`src/rtl/rtc_wb_pkg.sv`:
```
package rtc_wb_pkg;
  typedef enum logic [1:0] {
    ST_IDLE  = 2'd0,
    ST_WADDR = 2'd1,
    ST_WDATA = 2'd2
  } wb_state_e;
endpackage

```
`src/rtl/rtc_wb_bank.sv`:
```
module rtc_wb_bank #(
  parameter int NB = 8,
  parameter int IW = $clog2(NB)
) (
  input  logic            clk_i,
  input  logic            rst_ni,
  input  logic            snap_i,
  input  logic [NB*8-1:0] cnt_i,
  input  logic            we_i,
  input  logic [IW-1:0]   idx_i,
  input  logic [7:0]      wdata_i,
  output logic [NB*8-1:0] buf_o
);
  for (genvar k = 0; k < NB; k++) begin : g_slot
    logic [7:0] slot_q;
    always_ff @(posedge clk_i or negedge rst_ni) begin
      if (!rst_ni) slot_q <= '0;
      else if (snap_i) slot_q <= cnt_i[8*k +: 8];
      else if (we_i && (idx_i == IW'(k))) slot_q <= wdata_i;
    end
    assign buf_o[8*k +: 8] = slot_q;
  end


  snap_we_excl_chk: assert property (@(posedge clk_i) disable iff (!rst_ni)
    !(snap_i && we_i));
endmodule

```
`src/rtl/rtc_wb_ctrl.sv`:
```
module rtc_wb_ctrl
  import rtc_wb_pkg::*;
#(
  parameter int NB = 8,
  parameter int AW = 8,
  parameter int IW = $clog2(NB)
) (
  input  logic          clk_i,
  input  logic          rst_ni,
  input  logic          start_i,
  input  logic          stop_i,
  input  logic          addr_match_i,
  input  logic          rw_i,
  input  logic          byte_valid_i,
  input  logic [7:0]    byte_data_i,
  output logic          snap_o,
  output logic          buf_we_o,
  output logic [IW-1:0] buf_idx_o,
  output logic          ack_o,
  output logic          load_o,
  output logic          reg_we_o,
  output logic [AW-1:0] reg_addr_o,
  output logic [7:0]    reg_wdata_o
);
  localparam logic [AW-1:0] LAST = AW'(NB - 1);

  wb_state_e     state_q, state_d;
  logic [AW-1:0] ptr_q, ptr_d;
  logic          done_q, done_d;
  logic          end_ev, data_ev, in_buf, reg_we, commit, in_write;

  assign in_write = (state_q != ST_IDLE);
  assign end_ev   = (stop_i | start_i) & in_write;
  assign data_ev  = byte_valid_i & (state_q == ST_WDATA) & ~end_ev & ~addr_match_i;
  assign in_buf   = (ptr_q <= LAST);
  assign snap_o   = addr_match_i & ~rw_i & ~end_ev;
  assign buf_we_o = data_ev & in_buf & ~done_q;
  assign buf_idx_o = ptr_q[IW-1:0];
  assign reg_we   = data_ev & ~in_buf;
  // end of access or pointer leaving the buffer range, once per access
  assign commit   = (end_ev & ~done_q) | (buf_we_o & (ptr_q == LAST));

  always_comb begin
    state_d = state_q;
    ptr_d   = ptr_q;
    done_d  = done_q | commit;
    if (end_ev) begin
      state_d = ST_IDLE;
    end else if (addr_match_i) begin
      state_d = rw_i ? ST_IDLE : ST_WADDR;
      if (!rw_i) done_d = 1'b0;
    end else if (byte_valid_i && state_q == ST_WADDR) begin
      ptr_d   = byte_data_i;
      state_d = ST_WDATA;
    end else if (data_ev) begin
      ptr_d = ptr_q + 1'b1;
    end
  end

  always_ff @(posedge clk_i or negedge rst_ni) begin
    if (!rst_ni) begin
      state_q     <= ST_IDLE;
      ptr_q       <= '0;
      done_q      <= 1'b0;
      ack_o       <= 1'b0;
      load_o      <= 1'b0;
      reg_we_o    <= 1'b0;
      reg_addr_o  <= '0;
      reg_wdata_o <= '0;
    end else begin
      state_q  <= state_d;
      ptr_q    <= ptr_d;
      done_q   <= done_d;
      ack_o    <= addr_match_i | (byte_valid_i & in_write & ~end_ev);
      load_o   <= commit;
      reg_we_o <= reg_we;
      if (reg_we) begin
        reg_addr_o  <= ptr_q;
        reg_wdata_o <= byte_data_i;
      end
    end
  end


  stop_loads_chk: assert property (@(posedge clk_i) disable iff (!rst_ni)
    (stop_i && in_write && !done_q) |=> load_o);

  single_load_chk: assert property (@(posedge clk_i) disable iff (!rst_ni)
    load_o |-> done_q);

  read_no_edit_chk: assert property (@(posedge clk_i) disable iff (!rst_ni)
    (state_q == ST_IDLE) |-> !buf_we_o);
endmodule

```
`src/rtl/rtc_wb_top.sv`:
```
module rtc_wb_top #(
  parameter int NB = 8,
  parameter int AW = 8
) (
  input  logic            clk_i,
  input  logic            rst_ni,
  input  logic            start_i,
  input  logic            stop_i,
  input  logic            addr_match_i,
  input  logic            rw_i,
  input  logic            byte_valid_i,
  input  logic [7:0]      byte_data_i,
  input  logic [NB*8-1:0] cnt_i,
  output logic            ack_o,
  output logic            cnt_load_o,
  output logic [NB*8-1:0] cnt_load_data_o,
  output logic            reg_we_o,
  output logic [AW-1:0]   reg_addr_o,
  output logic [7:0]      reg_wdata_o
);
  localparam int IW = $clog2(NB);
  localparam logic [AW-1:0] LAST = AW'(NB - 1);

  logic          snap, buf_we;
  logic [IW-1:0] buf_idx;

  rtc_wb_ctrl #(.NB(NB), .AW(AW), .IW(IW)) u_ctrl (
    .clk_i, .rst_ni, .start_i, .stop_i, .addr_match_i, .rw_i,
    .byte_valid_i, .byte_data_i,
    .snap_o(snap), .buf_we_o(buf_we), .buf_idx_o(buf_idx),
    .ack_o, .load_o(cnt_load_o),
    .reg_we_o, .reg_addr_o, .reg_wdata_o
  );

  rtc_wb_bank #(.NB(NB), .IW(IW)) u_bank (
    .clk_i, .rst_ni, .snap_i(snap), .cnt_i, .we_i(buf_we),
    .idx_i(buf_idx), .wdata_i(byte_data_i), .buf_o(cnt_load_data_o)
  );


  addr_ack_chk: assert property (@(posedge clk_i) disable iff (!rst_ni)
    addr_match_i |=> ack_o);

  reg_range_chk: assert property (@(posedge clk_i) disable iff (!rst_ni)
    reg_we_o |-> (reg_addr_o > LAST));

  no_back_to_back_load_chk: assert property (@(posedge clk_i) disable iff (!rst_ni)
    cnt_load_o |=> !cnt_load_o);
endmodule

```
`config.mk`:
```
export PLATFORM = sky130hd
export DESIGN_NAME = rtc_wb_top
export DESIGN_NICKNAME = d
export VERILOG_FILES = /design/src/rtl/rtc_wb_pkg.sv /design/src/rtl/rtc_wb_bank.sv /design/src/rtl/rtc_wb_ctrl.sv /design/src/rtl/rtc_wb_top.sv
export SDC_FILE = /design/constraint.sdc
export NUM_CORES = 1
export LEC_CHECK = 0
export BUFFER_PORTS_ARGS = -buffer_cell sky130_fd_sc_hd__buf_2
export CAP_MARGIN = 20
export CORE_MARGIN = 4
export CORE_UTILIZATION = 35
export DETAILED_ROUTE_END_ITERATION = 8
export PLACE_DENSITY = 0.62
export SYNTH_ARGS = -nofsm -noshare
export SYNTH_HDL_FRONTEND = slang
export SYNTH_SLANG_ARGS = --single-unit
```
`constraint.sdc`:
```
create_clock -name clk_i -period 4.5 [get_ports clk_i]
set_input_delay 0.225 -clock clk_i [delete_from_list [all_inputs] [get_ports clk_i]]
set_output_delay 0.225 -clock clk_i [all_outputs]
set_load 0.005 [all_outputs]
```
==> After elaboration in Yosys (flattened, before gate mapping) <==
Index checks and enable logic that the tools add are counted.
{ "op_classes": {"n_addsub": 1, "magnitude_cmp": 1, "eq_ne": 10, "n_mux": 25, "bitwise": 22, "n_reduce_logical": 22} }
{ "ops": {"columns": ["operator", "count"], "rows": [
  ["two-way mux 8 bit", 18],
  ["nonzero test 2 bit", 10],
  ["AND 1 bit", 13],
  ["equality test 3 bit, second input constant", 4],
  ["logical AND 1 bit", 9],
  ["adder 8 x 1 -> 8 bit, second input constant", 1],
  ["equality test 8 x 3 -> 1 bit, second input constant", 1],
  ["less-or-equal comparator 8 x 3 -> 1 bit, second input constant", 1],
  ["equality test 3 x 2 -> 1 bit, second input constant", 2],
  ["two-way mux 2 bit", 3],
  ["NOT 1 bit", 5],
  ["two-way mux 1 bit", 4],
  ["bitwise OR 1 bit", 4],
  ["equality test 3 x 1 -> 1 bit, second input constant", 1],
  ["zero test 3 bit", 1],
  ["AND reduction 3 bit", 1],
  ["nonzero test 3 bit", 1],
  ["equality test 2 x 1 -> 1 bit, second input constant", 1],
  ["equality test 2 bit, second input constant", 1]
]} }
{ "word_totals": {"reg_bits": 94, "input_bits": 79, "output_inout_bits": 83, "elab_cells": 97} }

==> Depth between registers and ports, before layout <==
Gate-level depths: netlist of the first run.
{ "depth": {"depth_word": 13, "ltp_mapped": 9, "mapped_depth_nobuf": 6} }

==> Cells and area by module <==
Synthesis of the first run repeated with hierarchy kept, for this count alone.
{ "hier_totals": {"cells_unflattened": 417, "area_unflattened_um2": 4503.1} }
{ "modules_own_cells": {"columns": ["mod", "n_inst", "cells_each", "area_each_um2", "seq_area_each_um2"], "rows": [
  ["rtc_wb_bank", 1, 294, 3085.5, 1601.5],
  ["rtc_wb_ctrl", 1, 123, 1417.6, 750.7]
]} }

==> Least setup slack after synthesis of the first run <==
Ideal clock, no wire load.
{ "synth_timing": {"path_type": "register to register", "start": "register u_ctrl.state_q[1]", "end": "register u_bank.g_slot[3].slot_q[0]", "setup_ns": 0.125, "arrival_ns": 1.906, "required_time_ns": 4.375, "slack_ns": 2.469, "path_stages_with_launch": 8, "n_path_buf": 3, "synth_period_minus_slack_ns": 2.031, "cell_sequence": "dfrtp_1 > buf_2 > o22ai_1 > and2_1 > buf_4 > buf_2 > mux2_2 > mux2_2"} }
{ "synth_via": {"elab_chain_len": 9, "word_cells_on_any_way": 13, "cone_classes": "eq/ne: 1; mux: 1; bitwise: 8; reduce/logical: 3"} }
{ "synth_rtl": {"columns": ["element", "line_no", "rtl"], "rows": [
  ["start: declaration", "rtc_wb_ctrl.sv:27", "wb_state_e state_q, state_d;"],
  ["start signal: assignment", "rtc_wb_ctrl.sv:71", "state_q <= state_d;"],
  ["nonzero test 2 bit", "rtc_wb_ctrl.sv:32", "assign in_write = (state_q != ST_IDLE);"],
  ["AND 1 bit", "rtc_wb_ctrl.sv:33", "assign end_ev = (stop_i | start_i) & in_write;"],
  ["NOT 1 bit (no line)", null, null],
  ["AND 1 bit (2 in a row)", "rtc_wb_ctrl.sv:34", "assign data_ev = byte_valid_i & (state_q == ST_WDATA) & ~end_ev & ~addr_match_i;"],
  ["AND 1 bit (2 in a row)", "rtc_wb_ctrl.sv:37", "assign buf_we_o = data_ev & in_buf & ~done_q;"],
  ["logical AND 1 bit", "rtc_wb_bank.sv:19", "else if (we_i && (idx_i == IW'(k))) slot_q <= wdata_i;"],
  ["nonzero test 2 bit (no line)", null, null],
  ["end signal: assignment", "rtc_wb_bank.sv:18", "else if (snap_i) slot_q <= cnt_i[8*k +: 8];"],
  ["end signal: assignment", "rtc_wb_bank.sv:19", null],
  ["end: declaration", "rtc_wb_bank.sv:15", "logic [7:0] slot_q;"]
]} }
Parallel ways exist; a longest one is shown, timed or not.
A chain may end at the register's enable or synchronous reset.

==> Worst setup path after layout of the first run <==
{ "layout_timing": {"start": "register u_ctrl.state_q[0]", "end": "register u_bank.g_slot[6].slot_q[5]"} }
{ "layout_via": {"elab_chain_len": 9, "word_cells_on_any_way": 13, "cone_classes": "eq/ne: 1; mux: 1; bitwise: 8; reduce/logical: 3"} }
{ "layout_rtl": {"columns": ["element", "line_no"], "rows": [
  ["nonzero test 2 bit", "rtc_wb_ctrl.sv:32"],
  ["AND 1 bit", "rtc_wb_ctrl.sv:33"],
  ["NOT 1 bit (no line)", null],
  ["AND 1 bit (2 in a row)", "rtc_wb_ctrl.sv:34"],
  ["AND 1 bit (2 in a row)", "rtc_wb_ctrl.sv:37"],
  ["logical AND 1 bit", "rtc_wb_bank.sv:19"],
  ["nonzero test 2 bit (no line)", null],
  ["end signal: assignment", "rtc_wb_bank.sv:18"],
  ["end signal: assignment", "rtc_wb_bank.sv:19"],
  ["end: declaration", "rtc_wb_bank.sv:15"]
]} }
Parallel ways exist; a longest one is shown, timed or not.

==> results of run 1 <==
==> layout make-up <==
| type | instances | area (um2) | share of cell area |
|---|---|---|---|
| inverters | 5 | 18.8 | 0.00322 |
| flip-flops and latches | 94 | 2350 | 0.403 |
| clock buffers | 11 | 243 | 0.0416 |
| multi-input cells | 276 | 2140 | 0.366 |
| clock inverters | 5 | 35.0 | 0.00601 |
| repair buffers | 164 | 833 | 0.143 |
| well taps | 172 | 215 | 0.0369 |
==> flip-flops by register name, indices dropped and copies added, names as in the netlist <==
name                  cells
u_bank.g_slot.slot_q     64
u_ctrl.ack_o              1
u_ctrl.done_q             1
u_ctrl.load_o             1
u_ctrl.ptr_q              8
u_ctrl.reg_addr_o         8
u_ctrl.reg_wdata_o        8
u_ctrl.reg_we_o           1
u_ctrl.state_q            2
==> power groups by stage <==
stage                     registers (uW)  logic (uW)  clock network (uW)
final                               1180         671                 711
after floorplan                     1160         387                   0
after global placement              1180         660                   0
after detailed placement            1190         679                   0
after CTS                           1180         682                 741
after global routing                1210         754                 779
==> worst max-delay path, stage by stage, from the launching register on <==
cell     delay (ns)
dfrtp_1        0.51
o22ai_1        0.40
and2_4         0.58
buf_4          0.61
o21ai_0        0.21
==> routing by layer <==
| metal | wire [um] | vias to the layer above |
|---|---|---|
| met4 | 199 | 0 |
| met1 | 5830 | 1806 |
| met2 | 6400 | 142 |
| li1 | - | 1727 |
| met5 | 0 | - |
| met3 | 1090 | 14 |
==> cell families after synthesis <==
logic type               count (synthesis)  synth area share
XOR/XNOR                                 1           0.00188
multiplexers                            95             0.224
buffers and inverters                   36            0.0355
flip-flops                              94             0.506
adder cells (fa/ha/maj)                  6            0.0161
AND/OR/NAND/NOR                         96             0.116
AO/OA/AOI/OAI                           78             0.101
==> cell usage after synthesis (2+ instances only) <==
cell	count
nand3_1	6
a31oi_4	2
clkbuf_1	19
mux2_2	39
and2_1	2
buf_6	2
ha_1	6
o21ai_0	52
a21oi_1	7
and3_1	3
dfrtp_1	94
nor4bb_1	3
inv_1	5
nand4_2	6
mux2_4	8
a21o_1	2
a2bb2oi_1	2
and4b_1	3
buf_2	9
o22ai_1	3
nor2_1	6
mux2i_1	48
a31oi_1	4
nand2_1	55
==> timing repair <==
| item | in CTS | in global routing |
|---|---|---|
| hold buffers | 1 | 0 |
| resized for setup | 0 | 0 |
| endpoints found under the hold margin | 43 | 0 |
==> how the worst max path moves through the flow <==
stage	depth (start not counted)	slack (ns)	to
floorplan	7	2.47	u_bank.g_slot[3].slot_q[0]
global placement	4	2.13	u_bank.g_slot[1].slot_q[1]
detailed placement	4	2.03	u_bank.g_slot[6].slot_q[5]
CTS	4	2.01	u_bank.g_slot[6].slot_q[5]
global route	5	1.71	u_bank.g_slot[1].slot_q[7]
finish	4	1.98	u_bank.g_slot[6].slot_q[5]
==> per-stage QoR <==
step	instances	hold WS, ns	utilization	power, uW
3_5_place_dp	710	0.264	0.432	1870
2_1_floorplan	406	-0.0706	-	1550
4_1_cts	727	0.0755	0.455	2600
5_1_grt	727	0.0835	0.455	2740
6_report	727	0.0925	0.455	2560
3_3_place_gp	710	0.255	0.432	1840
==> cell usage in the layout (no fill, tap or decap), types with 4 or more instances in the layout <==
cell | synthesis | layout
buf_2 | 9 | 160
dfrtp_1 | 94 | 94
nand2_1 | 55 | 55
o21ai_0 | 52 | 52
mux2i_1 | 48 | 48
mux2_2 | 39 | 39
clkbuf_16 | 0 | 9
mux2_4 | 8 | 8
a21oi_1 | 7 | 7
nor2_1 | 6 | 6
nand3_1 | 6 | 6
nand4_2 | 6 | 6
ha_1 | 6 | 6
inv_1 | 5 | 5
a31oi_1 | 4 | 4
clkinvlp_4 | 0 | 4
==> flow_metrics.py, run 1 <==
metrics = {
    "global_route": {
        "grt-ovfl-total": 0,
        "initial_antenna_violation_count": 0,
        "gr-usage-met2": 0.282,
        "met1_layer_usage_reported_by_global_route": 0.247,
        "groute.layer.met3.usage": 0.0393,
        "gr-usage-all-layers": 0.180,
        "wire_length_of_the_first_global_routing_pass_um": 20600,
        "grt_start_max_net_pins": 72,
        "grt-busiest-layer": "met2",
        "via_count_of_the_first_global_routing_pass": 3752,
    },
    "timing": {
        "finalWorstPathRequiredPeriod_ns": 2.52,
        "final-max-slew-violation-count": 0,
        "setup_repair_after_global_routing_missed_its_margin": "false",
        "achievable-frequency_mhz": 397,
        "hold_violations": 0,
        "max_slew.worst_pin.slew_ns": 0.827,
        "setup-tns-final_ns": 0,
        "setup_viol_count_final": 0,
        "layout_worst_path_cycle_share": 0.560,
        "max-slew-margin-rel": 0.444,
        "skew_ns": 0.00629,
        "layout_setup_ws_ns": 1.98,
    },
    "yosys": {
        "synthesis.yosys.warnings": 0,
        "synth-edff-count": 0,
        "share_of_yosys_cell_area_claimed_by_the_top_area_cell_type": 0.506,
        "syn-instance-count": 406,
        "most_area_hungry_cell_type_in_the_yosys_netlist": "dfrtp_1",
        "synth_area_per_cell_um2": 11.5,
        "ys_top_cells_by_area": "dfrtp_1 (51%), mux2i_1 (10%), mux2_2 (9.4%), o21ai_0 (5.6%), nand2_1 (4.4%)",
        "synth-seq-area-share": 0.506,
        "postSynthRegisterBits": 94,
        "ys_dominant_reg_cell": "dfrtp_1",
        "async_reset_ff_frac": 1.00,
        "yosys.cell_types.count": 44,
        "synthesis.nets": 491,
        "post_syn_area_mm2": 0.00465,
    },
    "power_and_ir_drop": {
        "cellLeakagePower_uw": 0.00314,
        "pwr-share-seq": 0.460,
        "pwr-share-clk": 0.278,
        "power_report.internal_total_uw": 1750,
        "netSwitchingPower_uw": 806,
        "power_per_cell_area_mw_per_mm2": 439,
        "irDropWorstVdd_v": 0.000170,
        "p_comb_frac": 0.262,
        "sw_frac_of_total": 0.315,
    },
    "clock_network": {
        "cts-root-to-sink-buffers": 2,
        "clock-root-buffer": "clkbuf_16",
        "post_cts.repair.setup_buffers": 0,
        "clock_sink_count": 94,
        "cts_tree": "done",
        "clock_insertion_delay_worst_skew_ns": 0.34,
        "cts_made_buffers": 9,
        "cts.clk_slew.worst_paths_ns": 0.07,
        "clock_tree.htree_level_count": 3,
    },
    "hold_path": {
        "worstHoldPathCells": 3,
        "timing.hold.worst_endpoint": "u_bank.g_slot[0].slot_q[3]",
        "worst_hold_path_type": "in -> reg",
        "hold_path.startpoint": "cnt_i[3]",
    },
    "placed_design": {
        "place_congestion": 0.794,
        "dpl_worst_slack_ns": 2.03,
        "buffer_ports.inserted": 161,
        "post_dp_cell_area_mm2": 0.00555,
        "final_hpwl_from_detailed_placement_um": 9580,
    },
    "die": {
        "floorplan.initialDensity": 0.363,
        "dieArea_mm2": 0.0152,
        "floorplan.core_area_mm2": 0.0128,
        "placementRows": 41,
        "floorplan.io_pins": 162,
        "height_of_the_chip_um": 123,
        "die_width_um": 123,
    },
    "finish": {
        "fill_cell_count": 1234,
        "area_delta_synth_final_pct": 25.4,
        "diodes": 0,
        "layout.cell_area.non_filler_mm2": 0.00583,
        "fin_nets": 635,
        "drive_gt1_frac": 0.432,
    },
    "worst_setup_path": {
        "rrSetupSlack_ns": 1.98,
        "critPathKind": "reg -> reg",
        "crit_start": "u_ctrl.state_q[0]",
        "sort_of_element_at_the_end_of_the_critical_path": "flop",
        "r2r_end": "u_bank.g_slot[6].slot_q[5]",
        "crit-reg2reg-launch": "u_ctrl.state_q[0]",
        "worst_ep_arrival_time_ns": 2.70,
        "cp-start-kind": "flop",
        "critical_path_data_required_time_ns": 4.68,
        "reg2reg_depth": 4,
        "critical_path.max_fanout": 71,
    },
    "drt": {
        "vias": 3689,
        "drtIter0Drc": 252,
        "post-route-drc-count": 0,
        "postRouteWirelength_um": 13500,
        "wl_per_cell_um": 18.6,
        "firstDrtPassIters": 4,
        "drt-vias-per-instance": 5.07,
        "drt.antenna.violating_nets": 0,
    },
    "run_status": {
        "outcome": "finished, final reports clean",
    },
    "job": {
        "cap_violations": 0,
    },
}
Note: power is estimated with default switching activity, not from simulation.
==> run 2, diff against run 1 <==
==> constraint.sdc (replaced) <==
create_clock -name clk_i -period 2.6 [get_ports clk_i]
set_input_delay 0.13 -clock clk_i [delete_from_list [all_inputs] [get_ports clk_i]]
set_output_delay 0.13 -clock clk_i [all_outputs]
set_load 0.005 [all_outputs]
==> run 2 against run 1 <==
Final area up 8.0%. Clock-buffer cell count up 3. Sequential share of layout area down 3.0 points. Die area unchanged. Combinational power up 83%. Critical path depth unchanged. Non-clock buffer count up 44. Clock power up 83%. Sequential cell count unchanged.
==> flow_metrics.py, run 2 (same netlist as run 1, synthesis figures left out) <==
metrics = {
    "run_status": {
        "outcome": "finished, final reports clean",
    },
    "timing": {
        "skew_ns": 0.00757,
        "achievable-frequency_mhz": 452,
        "setup_viol_count_final": 0,
        "final-max-slew-violation-count": 0,
        "max_slew.worst_pin.slew_ns": 0.645,
        "setup_repair_after_global_routing_missed_its_margin": "false",
        "setup-tns-final_ns": 0,
        "layout_worst_path_cycle_share": 0.852,
        "hold_violations": 0,
        "finalWorstPathRequiredPeriod_ns": 2.21,
        "max-slew-margin-rel": 0.568,
    },
    "finish": {
        "top_library_cells_by_usage_in_the_layout_fill_and_taps_aside": "buf_2 (160), dfrtp_1 (94), nand2_1 (55), o21ai_0 (52), mux2i_1 (48)",
        "most_common_library_cell_in_the_layout_ignoring_fill_and_taps": "buf_2",
        "largest_register_ffs": 64,
        "top_register": "u_bank.g_slot.slot_q",
        "utilization": 0.491,
        "fin_nets": 679,
        "drive_gt1_frac": 0.400,
        "area_delta_synth_final_pct": 35.4,
        "diodes": 0,
    },
    "die": {
        "floorplan.io_pins": 162,
        "placementRows": 41,
        "dieArea_mm2": 0.0152,
        "floorplan.core_area_mm2": 0.0128,
        "height_of_the_chip_um": 123,
        "floorplan.initialDensity": 0.363,
        "die_width_um": 123,
    },
    "clock_network": {
        "cts-root-to-sink-buffers": 2,
        "cts_tree": "done",
        "clock_sink_count": 94,
        "cts_made_buffers": 9,
        "clock_insertion_delay_worst_skew_ns": 0.34,
        "cts.clk_slew.worst_paths_ns": 0.06,
        "clock-root-buffer": "clkbuf_16",
        "clock_tree.htree_level_count": 3,
    },
    "worst_setup_path": {
        "critical_path_data_required_time_ns": 2.83,
        "critical_path.max_fanout": 41,
        "worst_ep_arrival_time_ns": 2.44,
        "critPathKind": "reg -> reg",
        "sort_of_element_at_the_end_of_the_critical_path": "flop",
        "cp-start-kind": "flop",
    },
    "global_route": {
        "gr-usage-all-layers": 0.183,
        "grt_start_max_net_pins": 76,
        "wire_length_of_the_first_global_routing_pass_um": 20800,
        "via_count_of_the_first_global_routing_pass": 3780,
        "grt-ovfl-total": 0,
        "initial_antenna_violation_count": 0,
    },
    "power_and_ir_drop": {
        "cellLeakagePower_uw": 0.00334,
        "irDropWorstVdd_v": 0.000389,
        "power_per_cell_area_mw_per_mm2": 726,
    },
    "drt": {
        "drt-vias-per-instance": 4.97,
        "vias": 3828,
        "firstDrtPassIters": 4,
        "drtIter0Drc": 187,
        "postRouteWirelength_um": 13700,
        "wl_per_cell_um": 17.8,
        "drt.antenna.violating_nets": 0,
        "post-route-drc-count": 0,
    },
    "placed_design": {
        "final_hpwl_from_detailed_placement_um": 9240,
        "place_congestion": 0.834,
        "buffer_ports.inserted": 161,
    },
    "job": {
        "cap_violations": 0,
    },
    "hold_path": {
        "worst_hold_path_type": "in -> reg",
    },
}
run 2: changes by cell type in the layout (fill, tap and decap cells not counted), sizes merged:
cell	change
buf	+3
bufinv	+1
clkbuf	+3
clkinv	-1
clkinvlp	-4
dlygate4sd3	+41
run 2: layer usage:
metal,share of wire,GRT usage
met1,0.45,0.248
met3,0.070,0.0412
met4,0.016,0.0678
met5,0,0
met2,0.47,0.289
run 2: what timing repair did:
item                                   CTS  global route
hold buffers                            42             0
endpoints found under the hold margin   87             0
setup buffers                            0             0
resized for setup                        0             0
run 2: path summary, 6_finish.rpt:
check / from / to / slack [ns] / depth (start not counted)
max: u_ctrl.state_q[0] / u_bank.g_slot[3].slot_q[6] / 0.39 / 4
min: cnt_i[22] / u_bank.g_slot[2].slot_q[6] / 0.02 / 3
max reg2reg: u_ctrl.state_q[0] / u_bank.g_slot[3].slot_q[6] / 0.39 / 4
min reg2reg: u_bank.g_slot[7].slot_q[4] / u_bank.g_slot[7].slot_q[4] / 0.50 / 1
max in group asynchronous: rst_ni / u_ctrl.reg_we_o / 1.56 / 3
min in group asynchronous: rst_ni / u_bank.g_slot[3].slot_q[4] / 0.35 / 2
run 2: final cells by class:
type,instances,area [um2]
repair buffers,208,1290
fillers,1190,6530
well taps,172,215
clock buffers,14,254
multi-input cells,276,2140
inverters,5,18.8
clock inverters,1,30.0
flip-flops and latches,94,2350
run 2: stage by stage:
stage / power [uW] / hold slack, ns / area, um2 / std cells / setup slack [ns]
final: 4570 / 0.0161 / 6300 / 770 / 0.385
after global placement: 3220 / 0.184 / 5590 / 713 / 0.506
after CTS: 4630 / 0.000311 / 6300 / 770 / 0.390
after detailed placement: 3260 / 0.189 / 5590 / 713 / 0.415
after global routing: 4870 / 0.0179 / 6300 / 770 / 0.247
after floorplan: 2680 / -0.166 / 4650 / 406 / 0.569
run 2: critical path: stages (launching register included):
cell     delay (ns)
dfrtp_1        0.50
o22ai_1        0.39
and2_4         0.55
mux2_2         0.39
mux2_2         0.26
run 2: where the power goes:
group	total, uW	internal (uW)	switching [uW]
combinational	1230	638	594
clock	1300	769	531
sequential	2040	1790	251
==> run 3, diff against run 2 <==
--- a/config.mk
+++ b/config.mk
@@ -11,6 +11,7 @@
 export CORE_UTILIZATION = 35
 export DETAILED_ROUTE_END_ITERATION = 8
 export PLACE_DENSITY = 0.62
+export REMOVE_ABC_BUFFERS = 1
 export SYNTH_ARGS = -nofsm -noshare
 export SYNTH_HDL_FRONTEND = slang
 export SYNTH_SLANG_ARGS = --single-unit
==> run 3 against run 2 <==
Largest cell class unchanged. First-iteration DRC count up 5.9%. Hold slack worse by 0.0070 ns. Combinational power about the same. Sequential share of layout area increased by 0.12 points. Register-to-register slack better by 0.11 ns. Routed wire length is 2.7% lower. Die area is the same.
==> flow_metrics.py, run 3 (same netlist as run 1, synthesis figures left out) <==
metrics = {
    "finish": {
        "layout.cell_area.non_filler_mm2": 0.00628,
        "largest_register_ffs": 64,
        "fin_nets": 676,
        "top_library_cells_by_usage_in_the_layout_fill_and_taps_aside": "buf_2 (160), dfrtp_1 (94), nand2_1 (55), o21ai_0 (52), mux2i_1 (48)",
        "drive_gt1_frac": 0.410,
        "fill_cell_count": 1192,
        "diodes": 0,
        "area_delta_synth_final_pct": 35.0,
        "most_common_library_cell_in_the_layout_ignoring_fill_and_taps": "buf_2",
        "utilization": 0.489,
        "top_register": "u_bank.g_slot.slot_q",
    },
    "worst_setup_path": {
        "critical_path_data_required_time_ns": 2.82,
        "worst_ep_arrival_time_ns": 2.33,
        "critPathSlowestCell": "dfrtp_1",
        "cp-start-kind": "flop",
        "critical-path-top-cell-by-count": "mux2_2",
        "critical_path.max_fanout": 20,
        "critPathKind": "reg -> reg",
        "slowest_delay_ns": 0.52,
        "critical_path.cell_chain": "o22ai_1 > and2_4 > mux2_2 > mux2_2",
        "sort_of_element_at_the_end_of_the_critical_path": "flop",
    },
    "power_and_ir_drop": {
        "pwr-share-clk": 0.283,
        "p_comb_frac": 0.268,
        "irDropWorstVdd_v": 0.000320,
        "power_report.internal_total_uw": 3180,
        "sw_frac_of_total": 0.305,
        "pwr-share-seq": 0.448,
        "cellLeakagePower_uw": 0.00335,
        "netSwitchingPower_uw": 1400,
        "power_per_cell_area_mw_per_mm2": 729,
    },
    "placed_design": {
        "post_dp_cell_area_mm2": 0.00561,
        "final_hpwl_from_detailed_placement_um": 9010,
        "buffer_ports.inserted": 161,
        "dpl_worst_slack_ns": 0.501,
        "place_congestion": 0.799,
    },
    "timing": {
        "setup_viol_count_final": 0,
        "hold_violations": 0,
        "max-slew-margin-rel": 0.559,
        "setup_repair_after_global_routing_missed_its_margin": "false",
        "layout_setup_ws_ns": 0.490,
        "layout_worst_path_cycle_share": 0.811,
        "final-max-slew-violation-count": 0,
        "skew_ns": 0.00483,
        "achievable-frequency_mhz": 474,
        "hold_ws_ns": 0.00904,
        "max_slew.worst_pin.slew_ns": 0.659,
        "finalWorstPathRequiredPeriod_ns": 2.11,
    },
    "clock_network": {
        "cts.clk_slew.worst_paths_ns": 0.06,
        "clock-root-buffer": "clkbuf_16",
        "clock_tree.htree_level_count": 3,
        "cts-root-to-sink-buffers": 2,
        "post_cts_resize_count": 0,
        "clock_sink_count": 94,
        "cts_made_buffers": 9,
        "clock_insertion_delay_worst_skew_ns": 0.34,
        "cts_tree": "done",
    },
    "drt": {
        "post-route-drc-count": 0,
        "postRouteWirelength_um": 13300,
        "drt-vias-per-instance": 4.92,
        "drtIter0Drc": 198,
        "firstDrtPassIters": 4,
        "vias": 3776,
        "drt.antenna.violating_nets": 0,
        "wl_per_cell_um": 17.4,
    },
    "job": {
        "cap_violations": 0,
    },
    "die": {
        "height_of_the_chip_um": 123,
        "floorplan.initialDensity": 0.363,
        "floorplan.io_pins": 162,
        "placementRows": 41,
        "die_width_um": 123,
        "floorplan.core_area_mm2": 0.0128,
        "dieArea_mm2": 0.0152,
    },
    "run_status": {
        "outcome": "finished, final reports clean",
    },
    "global_route": {
        "grt_start_max_net_pins": 97,
        "gr-usage-all-layers": 0.178,
        "initial_antenna_violation_count": 0,
        "wire_length_of_the_first_global_routing_pass_um": 20700,
        "via_count_of_the_first_global_routing_pass": 3872,
        "grt-ovfl-total": 0,
    },
    "hold_path": {
        "worst_hold_path_type": "in -> reg",
    },
}
-- run 3: layout make-up --
cell class              instances  area (um2)  area share
repair buffers                205        1270       0.202
clock inverters                 5        50.0     0.00797
flip-flops and latches         94        2350       0.375
well taps                     172         215      0.0343
multi-input cells             276        2140       0.340
clock buffers                  10         239      0.0381
inverters                       5        18.8     0.00299
-- run 3: worst paths after layout --
| path | cells past startpoint | endpoint | slack (ns) | from |
|---|---|---|---|---|
| setup / recovery | 4 | u_bank.g_slot[3].slot_q[7] | 0.49 | u_ctrl.state_q[0] |
| hold / removal | 3 | u_bank.g_slot[1].slot_q[3] | 0.009 | cnt_i[11] |
| setup reg to reg | 4 | u_bank.g_slot[3].slot_q[7] | 0.49 | u_ctrl.state_q[0] |
| hold reg to reg | 1 | u_bank.g_slot[7].slot_q[2] | 0.50 | u_bank.g_slot[7].slot_q[2] |
| max in group asynchronous | 4 | u_bank.g_slot[2].slot_q[3] | 1.47 | rst_ni |
| min in group asynchronous | 2 | u_ctrl.reg_we_o | 0.31 | rst_ni |
-- run 3: routing by layer --
metal / part of all wire / GRT usage
met1: 0.44 / 0.238
met3: 0.072 / 0.0425
met5: 0 / 0
met4: 0.016 / 0.0581
met2: 0.47 / 0.286
-- run 3: critical path: cells and delay by family, from the launching register on --
family,cells,cell delay [ns]
simple gates,1,0.43
mux,2,0.65
compound gates,1,0.40
flops,1,0.52
-- run 3: timing repair --
action	CTS	global route
hold buffers	38	0
hold endpoints to repair	75	0
setup buffers	0	0
-- run 3: through the flow --
stage | power, uW | TNS, ns | cells
final | 4580 | 0 | 767
after global routing | 4860 | 0 | 767
after CTS | 4640 | 0 | 767
after detailed placement | 3270 | 0 | 714
after global placement | 3220 | 0 | 713
after floorplan | 2650 | -45.12 | 375
-- run 3: power by group through the flow --
stage,Combinational (uW),Clock [uW],Sequential [uW]
4_1_cts,1240,1340,2050
2_1_floorplan,605,0,2040
6_report,1230,1300,2050
5_1_grt,1370,1390,2100
3_3_place_gp,1160,0,2060
3_5_place_dp,1200,0,2080
